File: src/rtl/sync_rx_pkg.sv
package sync_rx_pkg;
  localparam int unsigned FRAME_BITS   = 8;
  localparam int unsigned SYNC_DEPTH   = 2;

  // Outcome of offering a completed frame to the holding register.
  typedef enum logic [1:0] {
    OFFER_NONE   = 2'd0,
    OFFER_ACCEPT = 2'd1,
    OFFER_DROP   = 2'd2
  } offer_e;

  function automatic offer_e classify(input logic fv, input logic full, input logic ovr);
    if (!fv)              return OFFER_NONE;
    else if (full || ovr) return OFFER_DROP;
    else                  return OFFER_ACCEPT;
  endfunction
endpackage

File: src/rtl/sr_sync_edge.sv
module sr_sync_edge #(
  parameter int unsigned STAGES = 2
) (
  input  logic clk,
  input  logic rst_n,
  input  logic sclk_async,
  input  logic sdat_async,
  output logic sclk_rise,
  output logic sdat_sync
);
  localparam int unsigned LAST = STAGES - 1;

  logic [STAGES-1:0] sclk_q;
  logic [STAGES-1:0] sdat_q;
  logic              sclk_prev;

  genvar g;
  generate
    for (g = 0; g < STAGES; g++) begin : g_stage
      if (g == 0) begin : g_first
        always_ff @(posedge clk or negedge rst_n) begin
          if (!rst_n) begin
            sclk_q[0] <= 1'b0;
            sdat_q[0] <= 1'b0;
          end else begin
            sclk_q[0] <= sclk_async;
            sdat_q[0] <= sdat_async;
          end
        end
      end else begin : g_next
        always_ff @(posedge clk or negedge rst_n) begin
          if (!rst_n) begin
            sclk_q[g] <= 1'b0;
            sdat_q[g] <= 1'b0;
          end else begin
            sclk_q[g] <= sclk_q[g-1];
            sdat_q[g] <= sdat_q[g-1];
          end
        end
      end
    end
  endgenerate

  always_ff @(posedge clk or negedge rst_n) begin
    if (!rst_n) sclk_prev <= 1'b0;
    else        sclk_prev <= sclk_q[LAST];
  end

  assign sclk_rise = sclk_q[LAST] & ~sclk_prev;
  assign sdat_sync = sdat_q[LAST];

  // one sample per serial clock edge, never two in a row
  single_rise_chk: assert property (@(posedge clk) disable iff (!rst_n)
    sclk_rise |=> !sclk_rise);
endmodule

File: src/rtl/sr_shifter.sv
module sr_shifter #(
  parameter int unsigned WIDTH = 8
) (
  input  logic             clk,
  input  logic             rst_n,
  input  logic             enable,
  input  logic             bit_stb,
  input  logic             bit_val,
  output logic             frame_valid,
  output logic [WIDTH-1:0] frame_data
);
  localparam int unsigned CW   = (WIDTH > 1) ? $clog2(WIDTH) : 1;
  localparam logic [CW-1:0] LAST_BIT = CW'(WIDTH - 1);

  logic [CW-1:0]    bit_cnt;
  logic [WIDTH-1:0] shreg;
  logic [WIDTH-1:0] shreg_nxt;

  assign shreg_nxt = {bit_val, shreg[WIDTH-1:1]};

  always_ff @(posedge clk or negedge rst_n) begin
    if (!rst_n) begin
      bit_cnt     <= '0;
      shreg       <= '0;
      frame_valid <= 1'b0;
      frame_data  <= '0;
    end else if (!enable) begin
      bit_cnt     <= '0;
      shreg       <= '0;
      frame_valid <= 1'b0;
    end else begin
      frame_valid <= 1'b0;
      if (bit_stb) begin
        shreg <= shreg_nxt;
        if (bit_cnt == LAST_BIT) begin
          bit_cnt     <= '0;
          frame_valid <= 1'b1;
          frame_data  <= shreg_nxt;
        end else begin
          bit_cnt <= bit_cnt + 1'b1;
        end
      end
    end
  end

  // disabled receiver returns to frame start
  idle_restart_chk: assert property (@(posedge clk) disable iff (!rst_n)
    !enable |=> (bit_cnt == '0) && !frame_valid);

  // a frame completes only on a sampled bit
  frame_on_bit_chk: assert property (@(posedge clk) disable iff (!rst_n)
    frame_valid |-> $past(bit_stb && enable));
endmodule

File: src/rtl/sr_holding.sv
module sr_holding
  import sync_rx_pkg::*;
#(
  parameter int unsigned WIDTH = 8
) (
  input  logic             clk,
  input  logic             rst_n,
  input  logic             frame_valid,
  input  logic [WIDTH-1:0] frame_data,
  input  logic             rd_ready,
  input  logic             ovr_clr,
  output logic [WIDTH-1:0] rd_data,
  output logic             rd_valid,
  output logic             ovr_flag
);
  offer_e offer;
  assign offer = classify(frame_valid, rd_valid, ovr_flag);

  always_ff @(posedge clk or negedge rst_n) begin
    if (!rst_n) begin
      rd_data  <= '0;
      rd_valid <= 1'b0;
      ovr_flag <= 1'b0;
    end else begin
      if (rd_valid && rd_ready) rd_valid <= 1'b0;
      if (ovr_clr) ovr_flag <= 1'b0;
      case (offer)
        OFFER_ACCEPT: begin
          rd_data  <= frame_data;
          rd_valid <= 1'b1;
        end
        OFFER_DROP:   ovr_flag <= 1'b1;
        default:      ;
      endcase
    end
  end


  accept_chk: assert property (@(posedge clk) disable iff (!rst_n)
    (frame_valid && !rd_valid && !ovr_flag) |=> rd_valid && (rd_data == $past(frame_data)));


  keep_old_chk: assert property (@(posedge clk) disable iff (!rst_n)
    (frame_valid && rd_valid && !rd_ready) |=> rd_valid && ovr_flag && $stable(rd_data));


  handshake_chk: assert property (@(posedge clk) disable iff (!rst_n)
    (rd_valid && rd_ready) |=> !rd_valid);


  ovr_sticky_chk: assert property (@(posedge clk) disable iff (!rst_n)
    $fell(ovr_flag) |-> $past(ovr_clr));


  ovr_cause_chk: assert property (@(posedge clk) disable iff (!rst_n)
    $rose(ovr_flag) |-> $past(frame_valid));
endmodule

File: src/rtl/sync_serial_rx.sv
module sync_serial_rx
  import sync_rx_pkg::*;
#(
  parameter int unsigned DATA_W = FRAME_BITS,
  parameter int unsigned SYNC_N = SYNC_DEPTH
) (
  input  logic              clk,
  input  logic              rst_n,
  input  logic              rx_en,
  input  logic              irq_en,
  input  logic              ser_clk,
  input  logic              ser_data,
  output logic [DATA_W-1:0] rd_data,
  output logic              rd_valid,
  input  logic              rd_ready,
  input  logic              ovr_clr,
  output logic              ovr_flag,
  output logic              irq_rx,
  output logic              irq_err
);
  logic              bit_stb;
  logic              bit_val;
  logic              fr_valid;
  logic [DATA_W-1:0] fr_data;

  sr_sync_edge #(.STAGES(SYNC_N)) u_sync (
    .clk       (clk),
    .rst_n     (rst_n),
    .sclk_async(ser_clk),
    .sdat_async(ser_data),
    .sclk_rise (bit_stb),
    .sdat_sync (bit_val)
  );

  sr_shifter #(.WIDTH(DATA_W)) u_shift (
    .clk        (clk),
    .rst_n      (rst_n),
    .enable     (rx_en),
    .bit_stb    (bit_stb),
    .bit_val    (bit_val),
    .frame_valid(fr_valid),
    .frame_data (fr_data)
  );

  sr_holding #(.WIDTH(DATA_W)) u_hold (
    .clk        (clk),
    .rst_n      (rst_n),
    .frame_valid(fr_valid),
    .frame_data (fr_data),
    .rd_ready   (rd_ready),
    .ovr_clr    (ovr_clr),
    .rd_data    (rd_data),
    .rd_valid   (rd_valid),
    .ovr_flag   (ovr_flag)
  );

  assign irq_rx  = rd_valid & irq_en;
  assign irq_err = ovr_flag & irq_en;

  // an error request implies a dropped frame in the past
  err_source_chk: assert property (@(posedge clk) disable iff (!rst_n)
    $rose(irq_err) |-> ($past(fr_valid) || $past(!irq_en)));

  // disabled interrupts stay quiet
  irq_gate_chk: assert property (@(posedge clk) disable iff (!rst_n)
    !irq_en |-> !irq_rx && !irq_err);
endmodule

File: config.mk
export PLATFORM = sky130hd
export DESIGN_NAME = sync_serial_rx
export DESIGN_NICKNAME = d
export VERILOG_FILES = /design/src/rtl/sync_rx_pkg.sv /design/src/rtl/sr_sync_edge.sv /design/src/rtl/sr_shifter.sv /design/src/rtl/sr_holding.sv /design/src/rtl/sync_serial_rx.sv
export SDC_FILE = /design/constraint.sdc
export NUM_CORES = 1
export LEC_CHECK = 0
export BUFFER_PORTS_ARGS = -buffer_cell sky130_fd_sc_hd__buf_2
export CORE_ASPECT_RATIO = 0.75
export CORE_MARGIN = 3
export CORE_UTILIZATION = 58
export CTS_BUF_LIST = sky130_fd_sc_hd__clkbuf_4
export CTS_CLUSTER_SIZE = 10
export DETAILED_ROUTE_END_ITERATION = 12
export PLACE_DENSITY = 0.81
export REMOVE_ABC_BUFFERS = 1
export SLEW_MARGIN = 5
export SYNTH_ARGS = -nofsm -noshare
export SYNTH_HDL_FRONTEND = slang
export SYNTH_SLANG_ARGS = --single-unit
export TNS_END_PERCENT = 20
File: constraint.sdc
create_clock -name clk -period 1.7 [get_ports clk]
set_input_delay 0.34 -clock clk [delete_from_list [all_inputs] [get_ports clk]]
set_output_delay 0.34 -clock clk [all_outputs]
set_load 0.005 [all_outputs]
==> flow_summary.toml, run 1 <==
[clocking]
htree_num_levels = 2
ctsResizeCount = 0
cts_buffer_depth = 2
clk_latency_ns = 0.32
ctsRootBufferMaster = "clkbuf_4"
cts_buffers = 5
tritoncts = "done"
clk_pin_slew_ns = 0.09
cts_sinks = 34
hold_buffers = 0
postCtsSetupBuffers = 0

[final_layout]
area_delta_synth_final_pct = 11.0
drive_above_1_share_pct = 29.8
nets = 132
multi_input_comb_area_um2 = 464
nFillCells = 162
mostFrequentLayoutCells = "dfrtp_1, nand2_1, buf_2, a21boi_1, mux2_4"
final_common_cell = "dfrtp_1"
finalNonFillerCells = 145
diodes = 0
seqCellArea_um2 = 851

[route]
wl_per_cell_um = 13.7
dr_total_vias = 791
drtIter0Drc = 22
viasPerCell = 5.46
first_pass_iters = 4
antenna_left = 0
totalWireLength_um = 1990
drcViolationCount = 0

[timing]
tightest_slew_ns = 0.712
tns_ns = 0
setup_ws_ns = 0.281
skew_ns = 0.0118
setup_viol = 0
rsz0062_at_grt = "no"
slew_violations = 0
relSlewSlack_pct = 52.5
timing.fmax_mhz = 705
finalHoldViolations = 0
final.period_utilization_pct = 83.5
min_period_ns = 1.42

[min_path]
hp-class = "input port to asynchronous set/reset pin"

[global_routing]
antenna_found_initial = 0
groute.usage.overall_pct = 17.0
grt_max_degree = 35
overflow = 0
grt_pass1_wl_um = 3380
grt_pass1_vias = 772

[power_and_ir_drop]
p_leak_uw = 0.000825
power_density_nw_per_um2 = 830
ir_drop_v = 0.000386

[place]
gp_congestion = 0.672
place_ws_ns = 0.272
place_inst = 139
dp_hpwl_um = 1430
place.port_buffers = 19

[logic_synthesis]
seq_area_frac_synth_pct = 63.0
syn_area_um2 = 1350
avgSynthCellArea_um2 = 13.6
synth.distinct_cells = 19
synth_cells = 99
yosysWarningCount = 0
ys_seq_elements = 34

[critical_path]
crit_path_max_fanout = 9
cp-start-kind = "flop"
cp.required_ns = 1.92
cp.arrival_ns = 1.64
criticalPathCategory = "flop to flop"
cp-end-kind = "flop"

[floorplan]
core-area_um2 = 2100
die_w_um = 61.7
pin_count = 20
die_area_um2 = 2950
rows = 14
die_height_um = 47.8
start_util_pct = 64.3

[status]
status = "complete, no violations"

[run]
cap_viol_max_count = 0
## report_power, final
part           internal, µW  switching [µW]  total, µW
clock                   141             232        373
combinational          17.1            30.5       47.5
sequential              818            6.11        824
## worst max-delay path, cell delays in order, from the launching register on
cell and delay, ns:
dfrtp_1 0.42, nor2_1 0.15, and2_1 0.37, mux2_2 0.38
## metrics by stage
step	cell area, µm²	utilization, %	total power (µW)	hold WS, ns
after CTS	1500	71.4	1260	0.0722
after global routing	1500	71.4	1320	0.0963
after global placement	1460	69.4	888	0.332
after detailed placement	1460	69.4	890	0.336
after floorplan	1330	-	858	0.0444
final	1500	71.4	1250	0.0537
## cells in the mapped netlist (all sizes together)
cell type / count / share of area [%]
dfrtp: 34 / 63
nand2: 19 / 5.3
mux2: 16 / 16
a21boi: 10 / 5.6
and2: 3 / 1.4
buf: 3 / 1.6
inv: 3 / 0.83
ha: 2 / 1.9
nor2: 2 / 0.56
a21o: 1 / 0.56
a21oi: 1 / 0.37
clkbuf: 1 / 0.28
nand2b: 1 / 0.46
nand3: 1 / 1.3
nor2b: 1 / 1.0
or3: 1 / 0.46
## path summary, 6_finish.rpt
check | to | depth (start not counted) | slack [ns] | startpoint
worst min register to register | u_sync.sdat_sync$_DFF_PN0_ | 0 | 0.35 | u_sync.sdat_q[0]$_DFF_PN0_
worst min-delay path | u_hold.rd_valid$_DFFE_PN0P_ | 1 | 0.05 | rst_n
worst max register to register | u_hold.rd_data[2]$_DFFE_PN0P_ | 3 | 0.28 | u_hold.ovr_flag$_DFFE_PN0P_
min in group clk | u_sync.sdat_q[0]$_DFF_PN0_ | 1 | 0.12 | ser_data
worst max-delay path | u_hold.rd_data[2]$_DFFE_PN0P_ | 3 | 0.28 | u_hold.ovr_flag$_DFFE_PN0P_
max in group asynchronous | u_shift.bit_cnt[2]$_DFFE_PN0P_ | 1 | 1.18 | rst_n
## flip-flops by register name (all words and copies together) (netlist names)
| signal | count |
|---|---|
| u_hold.ovr_flag | 1 |
| u_hold.rd_data | 8 |
| u_hold.rd_valid | 1 |
| u_shift.bit_cnt | 3 |
| u_shift.frame_data | 8 |
| u_shift.frame_valid | 1 |
| u_shift.shreg | 7 |
| u_sync.sclk_prev | 1 |
| u_sync.sclk_q | 2 |
| u_sync.sdat_q | 1 |
| u_sync.sdat_sync | 1 |
## per-layer routing
metal | track usage (%) | share of wire, % | up-vias
li1 | - | - | 373
met5 | 0 | 0 | -
met4 | 7.63 | 1.5 | 0
met2 | 28.2 | 50 | 22
met1 | 20.0 | 42 | 391
met3 | 6.47 | 6.5 | 5
## layout make-up
class	count	area share [%]
Tap cell	24	2.00
Inverter	3	0.751
Timing Repair Buffer	20	6.84
Sequential cell	34	56.7
Multi-Input combinational cell	58	30.9
Clock inverter	1	0.250
Clock buffer	5	2.50
## logic make-up (layout without fill, tap and decap cells)
group	after synthesis	after routing	share of synthesized area, %
compound gates	12	12	6.48
buf+inv	7	29	2.68
simple gates	28	28	10.5
mux	16	16	15.6
flops	34	34	63.0
fa+ha+maj	2	2	1.85
(Power assumes the default switching activity.)
==> run 2, diff against run 1 <==
--- a/config.mk
+++ b/config.mk
@@ -5,14 +5,15 @@
 export SDC_FILE = /design/constraint.sdc
 export NUM_CORES = 1
 export LEC_CHECK = 0
+export ABC_AREA = 1
 export BUFFER_PORTS_ARGS = -buffer_cell sky130_fd_sc_hd__buf_2
 export CORE_ASPECT_RATIO = 0.75
 export CORE_MARGIN = 3
-export CORE_UTILIZATION = 58
+export CORE_UTILIZATION = 52
 export CTS_BUF_LIST = sky130_fd_sc_hd__clkbuf_4
 export CTS_CLUSTER_SIZE = 10
 export DETAILED_ROUTE_END_ITERATION = 12
-export PLACE_DENSITY = 0.81
+export PLACE_DENSITY = 0.77
 export REMOVE_ABC_BUFFERS = 1
 export SLEW_MARGIN = 5
 export SYNTH_ARGS = -nofsm -noshare
==> constraint.sdc (replaced) <==
create_clock -name clk -period 1.3 [get_ports clk]
set_input_delay 0.26 -clock clk [delete_from_list [all_inputs] [get_ports clk]]
set_output_delay 0.26 -clock clk [all_outputs]
set_load 0.005 [all_outputs]
==> run 2 against run 1 <==
Net effect:
- clock skew fell by 0.0090 ns
- design area rose by 11%
- critical path depth did not move
- utilization fell by 1.2 points
- synthesized cell count rose by 40%
- final cell count rose by 44%
- total power rose by 40%
- sequential share of layout area fell by 5.7 points
- clock-buffer cell count rose by 1
- critical endpoint is now irq_err
==> flow_summary.toml, run 2 <==
[global_routing]
grt_pass1_vias = 908
grt_max_degree = 35
groute.usage.overall_pct = 17.7
overflow = 0
grt_pass1_wl_um = 4130
antenna_found_initial = 0

[final_layout]
nets = 184
finalNonFillerCells = 209
area_delta_synth_final_pct = 23.9
fin_area_um2 = 1670
drive_above_1_share_pct = 28.6
mostFrequentLayoutCells = "nand2_1, dfrtp_1, nand3_1, buf_2, buf_4"
top_regs = "u_hold.rd_data x8, u_shift.frame_data x8, u_shift.shreg x7"
diodes = 0
final_common_cell = "nand2_1"

[route]
totalWireLength_um = 2640
drtIter0Drc = 46
wl_per_cell_um = 12.6
drcViolationCount = 0
dr_total_vias = 1064
antenna_left = 0
first_pass_iters = 4
viasPerCell = 5.09

[logic_synthesis]
synth_cells = 139
seq_area_frac_synth_pct = 63.1
async_flop_share_pct = 100
synth-edff-count = 0
avgSynthCellArea_um2 = 9.70
syn_area_um2 = 1350
synth_area_leaders = "dfrtp_1, nand2_1, nand3_1"
ys_seq_elements = 34
yosysMostFrequentCell = "nand2_1"
synth_flop_cell = "dfrtp_1"
synth_top_area_share_pct = 63.1
synth.distinct_cells = 15
netlist_top_cells_count = "nand2_1, dfrtp_1, nand3_1"
yosysWarningCount = 0
synth_top_cell_by_area = "dfrtp_1"

[power_and_ir_drop]
ir_drop_v = 0.000761
p_leak_uw = 0.000959
power_density_nw_per_um2 = 1040

[status]
status = "complete, no violations"

[timing]
rsz0062_at_grt = "yes"
slew_violations = 0
min_period_ns = 1.26
setup_viol = 0
final.period_utilization_pct = 96.6
skew_ns = 0.00285
tightest_slew_ns = 0.403
finalHoldViolations = 0
relSlewSlack_pct = 73.1
timing.fmax_mhz = 796

[critical_path]
cp.arrival_ns = 1.00
cp-end-kind = "output port"
crit_family = "flip-flops"
criticalPathCategory = "flop to output port"
timing.critical_path.buf_inv = 2
cp.required_ns = 1.04
max_stage_delay_ns = 0.45
path_cells = "nand2_1 -> inv_1 -> buf_2"
crit_path_max_fanout = 5
cp-start-kind = "flop"
critPathSlowestCell = "dfrtp_2"

[clocking]
tritoncts = "done"
cts_buffer_depth = 2
ctsRootBufferMaster = "clkbuf_4"
clk_pin_slew_ns = 0.10
clk_latency_ns = 0.33
cts_buffers = 5
cts_sinks = 34
htree_num_levels = 2

[place]
place_area_um2 = 1470
dp_hpwl_um = 1690
place_inst = 190
place.port_buffers = 19
gp_congestion = 0.752

[floorplan]
core-area_um2 = 2380
start_util_pct = 56.6
die_height_um = 50.1
die_w_um = 64.8
rows = 15
pin_count = 20
die_area_um2 = 3250

[run]
cap_viol_max_count = 0

[min_path]
hp-class = "input port to flop"
## run 2: changes by cell type in the layout (fill, tap and decap cells not counted), sizes merged, moves of 5 or more
cell    previous run  this run
mux2              16         0
a21boi            10         0
inv                3         8
o21ai              0         7
nand3              1        30
buf               20        28
nand2             19        49
## run 2: final cells by class
cell class,instances,area [µm²]
Fill cell,209,712
Tap cell,34,42.5
Inverter,9,38.8
Clock inverter,2,8.76
Sequential cell,34,853
Multi-Input combinational cell,92,473
Timing Repair Buffer,31,205
Clock buffer,6,45.0
Timing Repair inverter,1,5.00
## run 2: cell families (layout without fill, tap and decap cells)
| group | count (synthesis) | in the layout | synth area share, % |
|---|---|---|---|
| adder cells (fa/ha/maj) | 2 | 2 | 1.85 |
| flip-flops | 34 | 34 | 63.1 |
| AO/OA/AOI/OAI | 7 | 7 | 2.60 |
| AND/OR/NAND/NOR | 82 | 83 | 27.3 |
| buffers and inverters | 14 | 49 | 5.19 |
## run 2: timing repair
item                                   in CTS  in global routing
setup endpoints to repair                   5                 11
endpoints found under the hold margin      34                  2
pin swaps                                   0                  1
gates resized for setup                     1                 10
setup buffers                               1                  5
hold buffers                                1                  2
cloned                                      0                  2
## run 2: final timing paths
kind | start | end | slack [ns] | depth (start not counted)
min reg2reg | u_sync.sclk_q[0]$_DFF_PN0_ | u_sync.sclk_q[1]$_DFF_PN0_ | 0.36 | 0
max reg2reg | u_shift.bit_cnt[0]$_DFFE_PN0P_ | u_shift.frame_data[2]$_DFFE_PN0P_ | 0.05 | 7
min | rd_ready | u_hold.rd_valid$_DFFE_PN0P_ | 0.09 | 2
min in group asynchronous | rst_n | u_hold.rd_data[0]$_DFFE_PN0P_ | 0.47 | 3
max | u_hold.ovr_flag$_DFFE_PN0P_ | irq_err | 0.04 | 3
max in group asynchronous | rst_n | u_hold.ovr_flag$_DFFE_PN0P_ | 0.52 | 3
## run 2: power by group
group	internal (µW)	leakage, µW	switching [µW]
Sequential	1070	0.000459	9.57
Clock	224	0.0000331	337
Combinational	41.7	0.000467	59.4
## run 2: worst register-to-register path: cells and delay by family, from the launching register on
family,cells,cell delay (ns)
flip-flops,1,0.39
AND/OR/NAND/NOR,4,0.31
adder cells (fa/ha/maj),2,0.40
buffers and inverters,1,0.09
## run 2: metrics by stage
step | hold WS, ns | setup TNS (ns) | utilization (%) | worst slack [ns] | power [µW]
final | 0.0948 | 0 | 70.1 | 0.0441 | 1740
after global routing | 0.0728 | -0.161 | 70.1 | -0.0319 | 1840
after CTS | 0.0112 | 0 | 65.0 | 0.00168 | 1740
after detailed placement | 0.303 | -0.0202 | 61.8 | -0.0202 | 1170
after global placement | 0.300 | 0 | 61.8 | 0.0513 | 1170
after floorplan | -0.0356 | 0 | - | 0.107 | 1120
## run 2: layer usage
layer,global-route usage (%),vias up,wire [µm]
li1,-,522,-
met2,26.5,39,1360
met3,9.34,0,172
met5,0,-,0
met1,21.4,503,1110
met4,7.02,0,0
